==> src/rtl/flash_cmd_pkg.sv <==
package flash_cmd_pkg;

  typedef enum logic [1:0] {
    SEQ_IDLE  = 2'd0,
    SEQ_WAIT2 = 2'd1,
    SEQ_BUSY  = 2'd2
  } seq_state_e;

  localparam logic [7:0] CMD_PROGRAM = 8'h40;
  localparam logic [7:0] CMD_ERASE   = 8'h20;
  localparam logic [7:0] CMD_CLRSTAT = 8'h50;
  localparam logic [7:0] CMD_RDARRAY = 8'hFF;
  localparam logic [7:0] CMD_CONFIRM = 8'hD0;

  localparam logic [1:0] ERR_NONE  = 2'b00;
  localparam logic [1:0] ERR_SEQ   = 2'b11;
  localparam logic [1:0] ERR_ERASE = 2'b10;
  localparam logic [1:0] ERR_PROG  = 2'b01;

endpackage

==> src/rtl/fcs_region.sv <==
module fcs_region #(
  parameter int unsigned AW         = 16,
  parameter int unsigned NBLK       = 4,
  parameter int unsigned FLASH_BASE = 32'h8000,
  parameter int unsigned FLASH_SIZE = 32'h6000,
  parameter logic [NBLK*AW-1:0] BLK_START = {16'hC000, 16'hA000, 16'h9000, 16'h8000}
) (
  input  logic [AW-1:0]   addr,
  input  logic [NBLK-1:0] blk_lock,
  output logic            out_of_range,
  output logic            blk_locked
);

  localparam logic [32:0] WIN_LO = {1'b0, FLASH_BASE};
  localparam logic [32:0] WIN_HI = {1'b0, FLASH_BASE} + {1'b0, FLASH_SIZE};

  logic [32:0]     addr_w;
  logic [NBLK-1:0] in_blk;

  assign addr_w = {{(33-AW){1'b0}}, addr};

  genvar gi;
  generate
    for (gi = 0; gi < NBLK; gi++) begin : g_blk
      localparam logic [AW-1:0] LO = BLK_START[gi*AW +: AW];
      if (gi == NBLK - 1) begin : g_last
        assign in_blk[gi] = (addr >= LO);
      end else begin : g_mid
        localparam logic [AW-1:0] HI = BLK_START[(gi+1)*AW +: AW];
        assign in_blk[gi] = (addr >= LO) && (addr < HI);
      end
    end
  endgenerate

  assign out_of_range = (addr_w < WIN_LO) || (addr_w >= WIN_HI);
  assign blk_locked   = |(in_blk & blk_lock);

endmodule

==> src/rtl/fcs_status.sv <==
module fcs_status (
  input  logic       clk,
  input  logic       rst_n,
  input  logic [1:0] err_set,
  input  logic       err_clr,
  output logic [1:0] err
);

  always_ff @(posedge clk or negedge rst_n) begin
    if (!rst_n) begin
      err <= 2'b00;
    end else if (err_clr) begin
      err <= 2'b00;
    end else begin
      err <= err | err_set;
    end
  end

endmodule

==> src/rtl/fcs_seq.sv <==
module fcs_seq
  import flash_cmd_pkg::*;
#(
  parameter int unsigned AW = 16
) (
  input  logic          clk,
  input  logic          rst_n,
  input  logic          wr_valid,
  input  logic [AW-1:0] wr_addr,
  input  logic [7:0]    wr_data,
  input  logic          rw_block,
  input  logic          region_bad,
  input  logic          eng_done,
  input  logic          eng_fail,
  output logic          busy,
  output logic          op_start,
  output logic          op_erase,
  output logic [AW-1:0] op_addr,
  output logic [7:0]    op_data,
  output logic          rd_array,
  output logic [1:0]    err_set,
  output logic          err_clr
);

  seq_state_e state;
  logic       pend_erase;

  logic accept, cmd_first, cmd_second;
  logic cancel, bad_confirm, refuse, launch, unknown, fail_done;
  logic known_first;

  assign busy       = (state == SEQ_BUSY);
  assign accept     = wr_valid && !busy;
  assign cmd_first  = accept && (state == SEQ_IDLE);
  assign cmd_second = accept && (state == SEQ_WAIT2);

  always_comb begin
    unique case (wr_data)
      CMD_PROGRAM, CMD_ERASE, CMD_CLRSTAT, CMD_RDARRAY: known_first = 1'b1;
      default:                                          known_first = 1'b0;
    endcase
  end

  assign unknown     = cmd_first && !known_first;
  assign cancel      = cmd_second && (wr_data == CMD_RDARRAY);
  assign bad_confirm = cmd_second && !cancel && pend_erase && (wr_data != CMD_CONFIRM);
  assign refuse      = cmd_second && !cancel && !bad_confirm && (rw_block || region_bad);
  assign launch      = cmd_second && !cancel && !bad_confirm && !refuse;
  assign fail_done   = busy && eng_done && eng_fail;

  always_comb begin
    err_set = ERR_NONE;
    if (unknown || bad_confirm || refuse) begin
      err_set = err_set | ERR_SEQ;
    end
    if (fail_done) begin
      err_set = err_set | (op_erase ? ERR_ERASE : ERR_PROG);
    end
  end

  assign err_clr = cmd_first && (wr_data == CMD_CLRSTAT);

  always_ff @(posedge clk or negedge rst_n) begin
    if (!rst_n) begin
      state      <= SEQ_IDLE;
      pend_erase <= 1'b0;
      op_start   <= 1'b0;
      op_erase   <= 1'b0;
      op_addr    <= '0;
      op_data    <= 8'h00;
      rd_array   <= 1'b1;
    end else begin
      op_start <= launch;
      unique case (state)
        SEQ_IDLE: begin
          if (cmd_first) begin
            if (wr_data == CMD_PROGRAM) begin
              state      <= SEQ_WAIT2;
              pend_erase <= 1'b0;
            end else if (wr_data == CMD_ERASE) begin
              state      <= SEQ_WAIT2;
              pend_erase <= 1'b1;
            end else if (wr_data == CMD_RDARRAY) begin
              rd_array <= 1'b1;
            end
          end
        end
        SEQ_WAIT2: begin
          if (cmd_second) begin
            if (launch) begin
              state    <= SEQ_BUSY;
              op_erase <= pend_erase;
              op_addr  <= wr_addr;
              op_data  <= wr_data;
              rd_array <= 1'b0;
            end else begin
              state <= SEQ_IDLE;
              if (cancel) begin
                rd_array <= 1'b1;
              end
            end
          end
        end
        SEQ_BUSY: begin
          if (eng_done) begin
            state <= SEQ_IDLE;
          end
        end
        default: state <= SEQ_IDLE;
      endcase
    end
  end

endmodule

==> src/rtl/flash_cmd_seq.sv <==
module flash_cmd_seq #(
  parameter int unsigned AW         = 16,
  parameter int unsigned NBLK       = 4,
  parameter int unsigned FLASH_BASE = 32'h8000,
  parameter int unsigned FLASH_SIZE = 32'h6000,
  parameter logic [NBLK*AW-1:0] BLK_START = {16'hC000, 16'hA000, 16'h9000, 16'h8000}
) (
  input  logic            clk,
  input  logic            rst_n,
  input  logic            wr_valid,
  output logic            wr_ready,
  input  logic [AW-1:0]   wr_addr,
  input  logic [7:0]      wr_data,
  input  logic [2:0]      rw_disable,
  input  logic [NBLK-1:0] blk_lock,
  output logic            op_start,
  output logic            op_erase,
  output logic [AW-1:0]   op_addr,
  output logic [7:0]      op_data,
  input  logic            eng_done,
  input  logic            eng_fail,
  output logic            st_ready,
  output logic [1:0]      st_err,
  output logic            rd_array
);

  logic       out_of_range, blk_locked, busy, err_clr;
  logic [1:0] err_set;

  fcs_region #(
    .AW(AW), .NBLK(NBLK), .FLASH_BASE(FLASH_BASE),
    .FLASH_SIZE(FLASH_SIZE), .BLK_START(BLK_START)
  ) u_region (
    .addr(wr_addr), .blk_lock(blk_lock),
    .out_of_range(out_of_range), .blk_locked(blk_locked)
  );

  fcs_seq #(.AW(AW)) u_seq (
    .clk(clk), .rst_n(rst_n),
    .wr_valid(wr_valid), .wr_addr(wr_addr), .wr_data(wr_data),
    .rw_block(|rw_disable), .region_bad(out_of_range || blk_locked),
    .eng_done(eng_done), .eng_fail(eng_fail),
    .busy(busy), .op_start(op_start), .op_erase(op_erase),
    .op_addr(op_addr), .op_data(op_data), .rd_array(rd_array),
    .err_set(err_set), .err_clr(err_clr)
  );

  fcs_status u_status (
    .clk(clk), .rst_n(rst_n),
    .err_set(err_set), .err_clr(err_clr), .err(st_err)
  );

  assign wr_ready = !busy;
  assign st_ready = !busy;

endmodule

==> config.mk <==
export PLATFORM = sky130hd
export DESIGN_NAME = flash_cmd_seq
export DESIGN_NICKNAME = d
export VERILOG_FILES = /design/src/rtl/flash_cmd_pkg.sv /design/src/rtl/fcs_region.sv /design/src/rtl/fcs_status.sv /design/src/rtl/fcs_seq.sv /design/src/rtl/flash_cmd_seq.sv
export SDC_FILE = /design/constraint.sdc
export NUM_CORES = 1
export LEC_CHECK = 0
export CAP_MARGIN = 15
export CELL_PAD_IN_SITES_DETAIL_PLACEMENT = 2
export CELL_PAD_IN_SITES_GLOBAL_PLACEMENT = 2
export CORE_MARGIN = 2
export CORE_UTILIZATION = 25
export DETAILED_ROUTE_END_ITERATION = 8
export PLACE_DENSITY = 0.78
export REMOVE_ABC_BUFFERS = 1
export SETUP_SLACK_MARGIN = 0.05
export SYNTH_ARGS = -nofsm -noshare
export SYNTH_HDL_FRONTEND = slang
export SYNTH_SLANG_ARGS = --single-unit
==> constraint.sdc <==
create_clock -name clk -period 2.09 [get_ports clk]
set_clock_uncertainty 0.05 [all_clocks]
set_input_delay 0.3135 -clock clk [delete_from_list [all_inputs] [get_ports clk]]
set_output_delay 0.3135 -clock clk [all_outputs]
set_load 0.01 [all_outputs]
* After elaboration in Yosys (flattened, before gate mapping)
Cells that the tools add are included.
Cells by class: mux-type cells 22, reduce and logical (&&, ||, !) cells 37, add/sub/neg operators 0, equality and inequality tests 15, shift operators 0, magnitude comparators 9, div/mod/pow operators 0, $mul 0, bitwise logic cells 3
Operators by type and width (count):
- $ge A16 B16 Y1 const B | 5
- $lt A16 B16 Y1 const B | 4
- $mux W2 | 10
- $logic_and A1 B1 Y1 | 17
- $eq A8 B7 Y1 const B | 2
- $mux W1 | 10
- $eq A8 B6 Y1 const B | 1
- $eq A8 B8 Y1 const B | 1
- $ne A2 B2 Y1 const B | 4
- $ne A8 B8 Y1 const B | 1
- $reduce_or A4 Y1 | 2
- $reduce_and A7 Y1 | 1
- $pmux W2 S3 | 1
- $reduce_and A3 Y1 | 2
- $logic_not A1 Y1 | 5
- $logic_or A1 B1 Y1 | 5
- $and A4 B4 Y4 | 1
- $ne A2 B1 Y1 const B | 2
- $or A2 B2 Y2 | 2
- $reduce_and A4 Y1 | 1
- $reduce_bool A2 Y1 | 2
- $ne A3 B1 Y1 const B | 1
- $ne A3 B3 Y1 const B | 1
- $reduce_or A3 Y1 | 1
- 4 further kinds | 4
Storage, ports and cells: logic and storage cells 94, ROM bits 0, memories kept 0, latch bits 0, bits of input ports 36, register bits after elaboration 32, bits in writable memories 0, output and inout port bits 31

* Longest topological paths before layout
depth in word-level cells 18, mapped depth 7, mapped depth without buffers 4

* Modules after synthesis
A second synthesis with hierarchy kept.
Second synthesis, totals: cells, all modules 114, area total of the unflattened synthesis 1532.7 sq um
Modules (own cells, without submodules):
- fcs_seq | area each 1392.6 sq um, cells an instance 99, sequential area each 752.0 sq um, times used 1
- fcs_status | area each 70.1 sq um, cells an instance 4, sequential area each 50.0 sq um, times used 1
- fcs_region | area each 46.3 sq um, cells an instance 7, sequential area each 0.0 sq um, times used 1
- flash_cmd_seq | area each 23.8 sq um, cells an instance 4, sequential area each 0.0 sq um, times used 1

* Worst setup path after synthesis
Ideal clock, no wire load.
path kind in2reg, from in wr_data[1], to reg u_seq.op_addr[0], arrival time 1774 ps, setup time 127 ps, stages 6, path buffers 2, setup slack 139 ps, data required time 1913 ps, cells stage by stage nor4_4 -> a41oi_1 -> nor4b_2 -> buf_4 -> buf_6 -> mux2_1
On the way: word-level cells in the longest chain between the ends 12, elaborated cells between the ends (all ways) 13, classes of those cells 2 x eq/ne; 11 x reduce/logical
RTL lines:
- start: declaration | line flash_cmd_seq.sv:13 | input logic [7:0] wr_data,
- $eq A8 B8 Y1 | line fcs_seq.sv:45 | assign cancel = cmd_second && (wr_data == CMD_RDARRAY);
- $logic_and A1 B1 Y1 | line fcs_seq.sv:45
- $logic_not A1 Y1 | line fcs_seq.sv:46, fcs_seq.sv:47, fcs_seq.sv:48
- $logic_and A1 B1 Y1 | line fcs_seq.sv:46, fcs_seq.sv:47, fcs_seq.sv:48
- $logic_and A1 B1 Y1 (2 in series) | line fcs_seq.sv:46 | assign bad_confirm = cmd_second && !cancel && pend_erase && (wr_data != CMD_CONFIRM);
- $logic_not A1 Y1 | line fcs_seq.sv:47, fcs_seq.sv:48
- $logic_and A1 B1 Y1 * | line fcs_seq.sv:47, fcs_seq.sv:48
- $logic_and A1 B1 Y1 | line fcs_seq.sv:47 | assign refuse = cmd_second && !cancel && !bad_confirm && (rw_block || region_bad);
- $logic_not A1 Y1 | line fcs_seq.sv:48 | assign launch = cmd_second && !cancel && !bad_confirm && !refuse;
- $logic_and A1 B1 Y1 * | line fcs_seq.sv:48
- $reduce_and A3 Y1 (no source line) *
- end signal: assignment | line fcs_seq.sv:93 | op_addr <= wr_addr;
- end: declaration | line fcs_seq.sv:18 | output logic [AW-1:0] op_addr,
Every way passes the cells marked *; elsewhere a longest branch is shown, timed or not. A chain may end at the register's enable or synchronous reset.

* Final worst setup path
from reg u_seq.state[1], to reg u_seq.op_data[3]
On the way: word-level cells in the longest chain between the ends 15, elaborated cells between the ends (all ways) 16, classes of those cells 2 x eq/ne; 14 x reduce/logical
RTL lines:
- start: declaration | line fcs_seq.sv:25 | seq_state_e state;
- start signal: assignment | line fcs_seq.sv:65 | state <= SEQ_IDLE;
- start signal: assignment | line fcs_seq.sv:78 | state <= SEQ_WAIT2;
- start signal: assignment | line fcs_seq.sv:81 | state <= SEQ_WAIT2;
- $eq A2 B2 Y1 | line fcs_seq.sv:32 | assign busy = (state == SEQ_BUSY);
- $logic_not A1 Y1 | line fcs_seq.sv:33 | assign accept = wr_valid && !busy;
- $logic_and A1 B1 Y1 | line fcs_seq.sv:33
- $logic_and A1 B1 Y1 | line fcs_seq.sv:35 | assign cmd_second = accept && (state == SEQ_WAIT2);
- $logic_and A1 B1 Y1 | line fcs_seq.sv:45
- $logic_not A1 Y1 | line fcs_seq.sv:46, fcs_seq.sv:47, fcs_seq.sv:48
- $logic_and A1 B1 Y1 | line fcs_seq.sv:46, fcs_seq.sv:47, fcs_seq.sv:48
- $logic_and A1 B1 Y1 (2 in series) | line fcs_seq.sv:46
- $logic_not A1 Y1 | line fcs_seq.sv:47, fcs_seq.sv:48
- $logic_and A1 B1 Y1 | line fcs_seq.sv:47, fcs_seq.sv:48
- $logic_and A1 B1 Y1 | line fcs_seq.sv:47
- $logic_not A1 Y1 | line fcs_seq.sv:48
- $logic_and A1 B1 Y1 | line fcs_seq.sv:48
- $reduce_and A3 Y1 (no source line) *
- end signal: assignment | line fcs_seq.sv:94 | op_data <= wr_data;
- end: declaration | line fcs_seq.sv:19 | output logic [7:0] op_data,
Marks and branches as above.

==> metrics.md <==
| Metric | Value |
|---|---|
| Clock-pin transition on the worst setup and hold timing paths | `0.07 ns` |
| Number of synthesized flops with an enable pin | `0` |
| Status | `finished, final reports clean` |
| Async SR Flop Fraction | `1.00` |
| Finish-stage setup viols | `0` |
| Initial core utilization | `0.259` |
| Mapped cell area | `1430 um^2` |
| Crit path largest cell delay | `0.42 ns` |
| Post-route cell area | `2580 um^2` |
| Gpl congestion | `0.740` |
| DIE WIDTH | `79.6 um` |
| Hold-fix buffers, CTS | `0` |
| Share of the synthesized area in the top cell type | `0.543` |
| Worst path required time | `2.21 ns` |
| Initial antenna violation count | `0` |
| Post-Syn Instances | `109` |
| DRT Pass-1 Iters | `4` |
| Area of the multi-input gates | `682 um^2` |
| Pins Over Slew Limit | `0` |
| Clock Sinks | `32` |
| PD cells | `633 nW/um^2` |
| Synth Flop Type | `dfrtp_1` |
| Seq/Total Area, Yosys | `0.561` |
| Die area | `6340 um^2` |
| Pin count of the biggest net entering global routing | `33` |
| Pre-CTS setup slack | `-0.491 ns` |
| Worst-Skew Late Latency | `0.29 ns` |
| CTS tree | `done` |
| Layout cell share with drive strength beyond 1 | `0.302` |
| Htree depth | `2` |
| Mean post-synth cell area | `13.1 um^2` |
| Final hold violation count | `0` |
| Slew HR | `0.717` |
| Diodes inserted | `0` |
| Fmax | `0.490 GHz` |
| Post-synth top area cell | `dfrtp_1` |
| Area Growth Syn to Fin | `80.4%` |
| Buffers on Ports | `66` |
| Core ar. | `5510 um^2` |
| Synth unique cells | `34` |
| GRT Residual Overflow | `0` |
| Final nets | `240` |
| CP Class | `flop to flop` |
| Final HPWL DP | `3.77 mm` |
| Post-DP Area | `2270 um^2` |
| Crit end category | `flop` |
| Hold Path Class | `input port to flop` |
| LEAKAGE | `1.20 nW` |
| Vias in the first global route | `1457` |
| Routed Antenna Nets | `0` |
| Crit path max fanout | `7` |
| Slowest cell on crit path | `dfrtp_1` |
| Worst-case clock buffer depth | `2` |
| Period utilization | `0.977` |
| Critical Path Source Type | `flop` |
| Register area | `803 um^2` |
| Most area-consuming cells after synthesis | `dfrtp_1 54%, mux2_1 18%, nor3b_1 2.1%, dfstp_2 1.8%, nor2_1 1.8%` |
| CTS Buf Count | `5` |
| Count leader, synth | `dfrtp_1` |
| Final min period | `2.04 ns` |
| Num rows | `27` |
| DR DRC count | `0` |
| Worst setup margin | `0.0478 ns` |
| Yosys Warn Count | `0` |
| Worst-margin pin slew | `0.425 ns` |
| Maxcap violations | `0` |
| Worst EP arrival | `2.16 ns` |
| First-pass GRT wire length | `8.09 mm` |
| Post-synth top cells | `31 x dfrtp_1, 23 x mux2_1, 7 x nor2_1` |
| #FFs+latches synth | `32` |
| Vias/cell | `4.87` |
| Tot GR Track Use | `0.172` |
| First-iteration detailed-routing DRC count | `47` |
| Setup TNS | `0 ns` |
| VDD IR max | `0.280 mV` |
| Die height | `79.6 um` |
| Final hold slack | `0.298 ns` |
| Io pins | `67` |
| Vias after detailed routing | `1350` |
| CP Cell Sequence | `nand3b_1 > a41oi_2 > nor4b_4 > buf_4 > buf_8 > mux2_4` |
| Avg WL per Cell | `21.5 um` |
| Filler cells | `547` |
| Final wirelength | `5.94 mm` |
| CTS root buffer | `clkbuf_8` |
-- repair_timing --
action	in CTS	in global routing
setup endpoints to repair	24	24
gates cloned	2	0
gates resized for setup	37	18
pin swaps	6	5
buffers inserted	6	3
-- final cells by class --
class                   instances  area share
clock inverters                 2      0.0136
repair buffers                 93       0.340
multi-input cells              67       0.265
flip-flops and latches         32       0.312
clock buffers                   6      0.0282
inverters                       5     0.00728
well taps                      72      0.0350
-- metrics by stage --
stage / instances / power [W] / utilization
after global placement: 258 / 0.000989 / 0.412
after global routing: 277 / 0.00169 / 0.468
final: 277 / 0.00163 / 0.468
after floorplan: 104 / 0.000784 / -
after detailed placement: 258 / 0.00101 / 0.412
after CTS: 274 / 0.00163 / 0.459
-- path summary, 6_finish.rpt --
kind                                               start                       endpoint  slack, ns  cells after the start
max in group asynchronous                          rst_n     u_seq.rd_array$_DFFE_PN1P_       1.26                      2
setup reg to reg              u_seq.state[1]$_DFFE_PN0P_   u_seq.op_data[3]$_DFFE_PN0P_       0.05                      6
hold reg to reg            u_seq.op_addr[15]$_DFFE_PN0P_  u_seq.op_addr[15]$_DFFE_PN0P_       0.42                      1
setup / recovery              u_seq.state[1]$_DFFE_PN0P_   u_seq.op_data[3]$_DFFE_PN0P_       0.05                      6
hold / removal                                wr_data[0]   u_seq.op_data[0]$_DFFE_PN0P_       0.30                      2
min in group asynchronous                          rst_n   u_seq.op_data[5]$_DFFE_PN0P_       0.39                      2
-- power by group --
| part | internal [W] | total (W) | switching [W] |
|---|---|---|---|
| logic | 0.000198 | 0.000333 | 0.000135 |
| clock network | 0.000354 | 0.000597 | 0.000243 |
| registers | 0.000665 | 0.000701 | 0.0000358 |
-- worst max-delay path, delay by kind of cell, from the launching register on --
family / cells / cell delay (ns)
simple gates: 2 / 0.54
flops: 1 / 0.42
buf+inv: 2 / 0.35
mux: 1 / 0.32
compound gates: 1 / 0.24
-- routing by layer --
metal | track usage | vias up | routed length [um]
met5 | 0 | - | 0
met4 | 0.0414 | 0 | 122
met3 | 0.0373 | 8 | 233
met2 | 0.320 | 47 | 3220
met1 | 0.199 | 707 | 2360
li1 | - | 588 | -
-- registers in the layout, indices dropped and copies added, names as in the netlist --
| name | count |
|---|---|
| u_status.err | 2 |
| u_seq.op_addr | 16 |
| u_seq.rd_array | 1 |
| u_seq.op_erase | 1 |
| u_seq.op_data | 8 |
| u_seq.pend_erase | 1 |
| u_seq.op_start | 1 |
| u_seq.state | 2 |
-- cells in the final DEF (no fill, tap or decap), types with 2 or more instances in the layout --
| cell | n |
|---|---|
| dlymetal6s2s_1 | 6 |
| inv_1 | 5 |
| nand4_1 | 3 |
| mux2_1 | 9 |
| a21oi_1 | 3 |
| nor2_1 | 7 |
| buf_4 | 22 |
| buf_8 | 2 |
| clkdlybuf4s50_1 | 50 |
| dfrtp_1 | 30 |
| mux2_4 | 14 |
| dlygate4sd2_1 | 6 |
| clkbuf_2 | 3 |
| clkbuf_8 | 5 |
| a31oi_1 | 2 |
| nand2_1 | 2 |
| nor3b_1 | 2 |
| buf_6 | 2 |
-- cells by family (layout without fill, tap and decap cells) --
kind of cell | after synthesis | count (layout) | share of synthesized area
buffers and inverters | 10 | 106 | 0.0420
AND/OR/NAND/NOR | 28 | 28 | 0.130
AO/OA/AOI/OAI | 14 | 14 | 0.0718
XOR/XNOR | 1 | 1 | 0.00613
flip-flops | 32 | 32 | 0.561
multiplexers | 24 | 24 | 0.188
(Power assumes the default switching activity.)
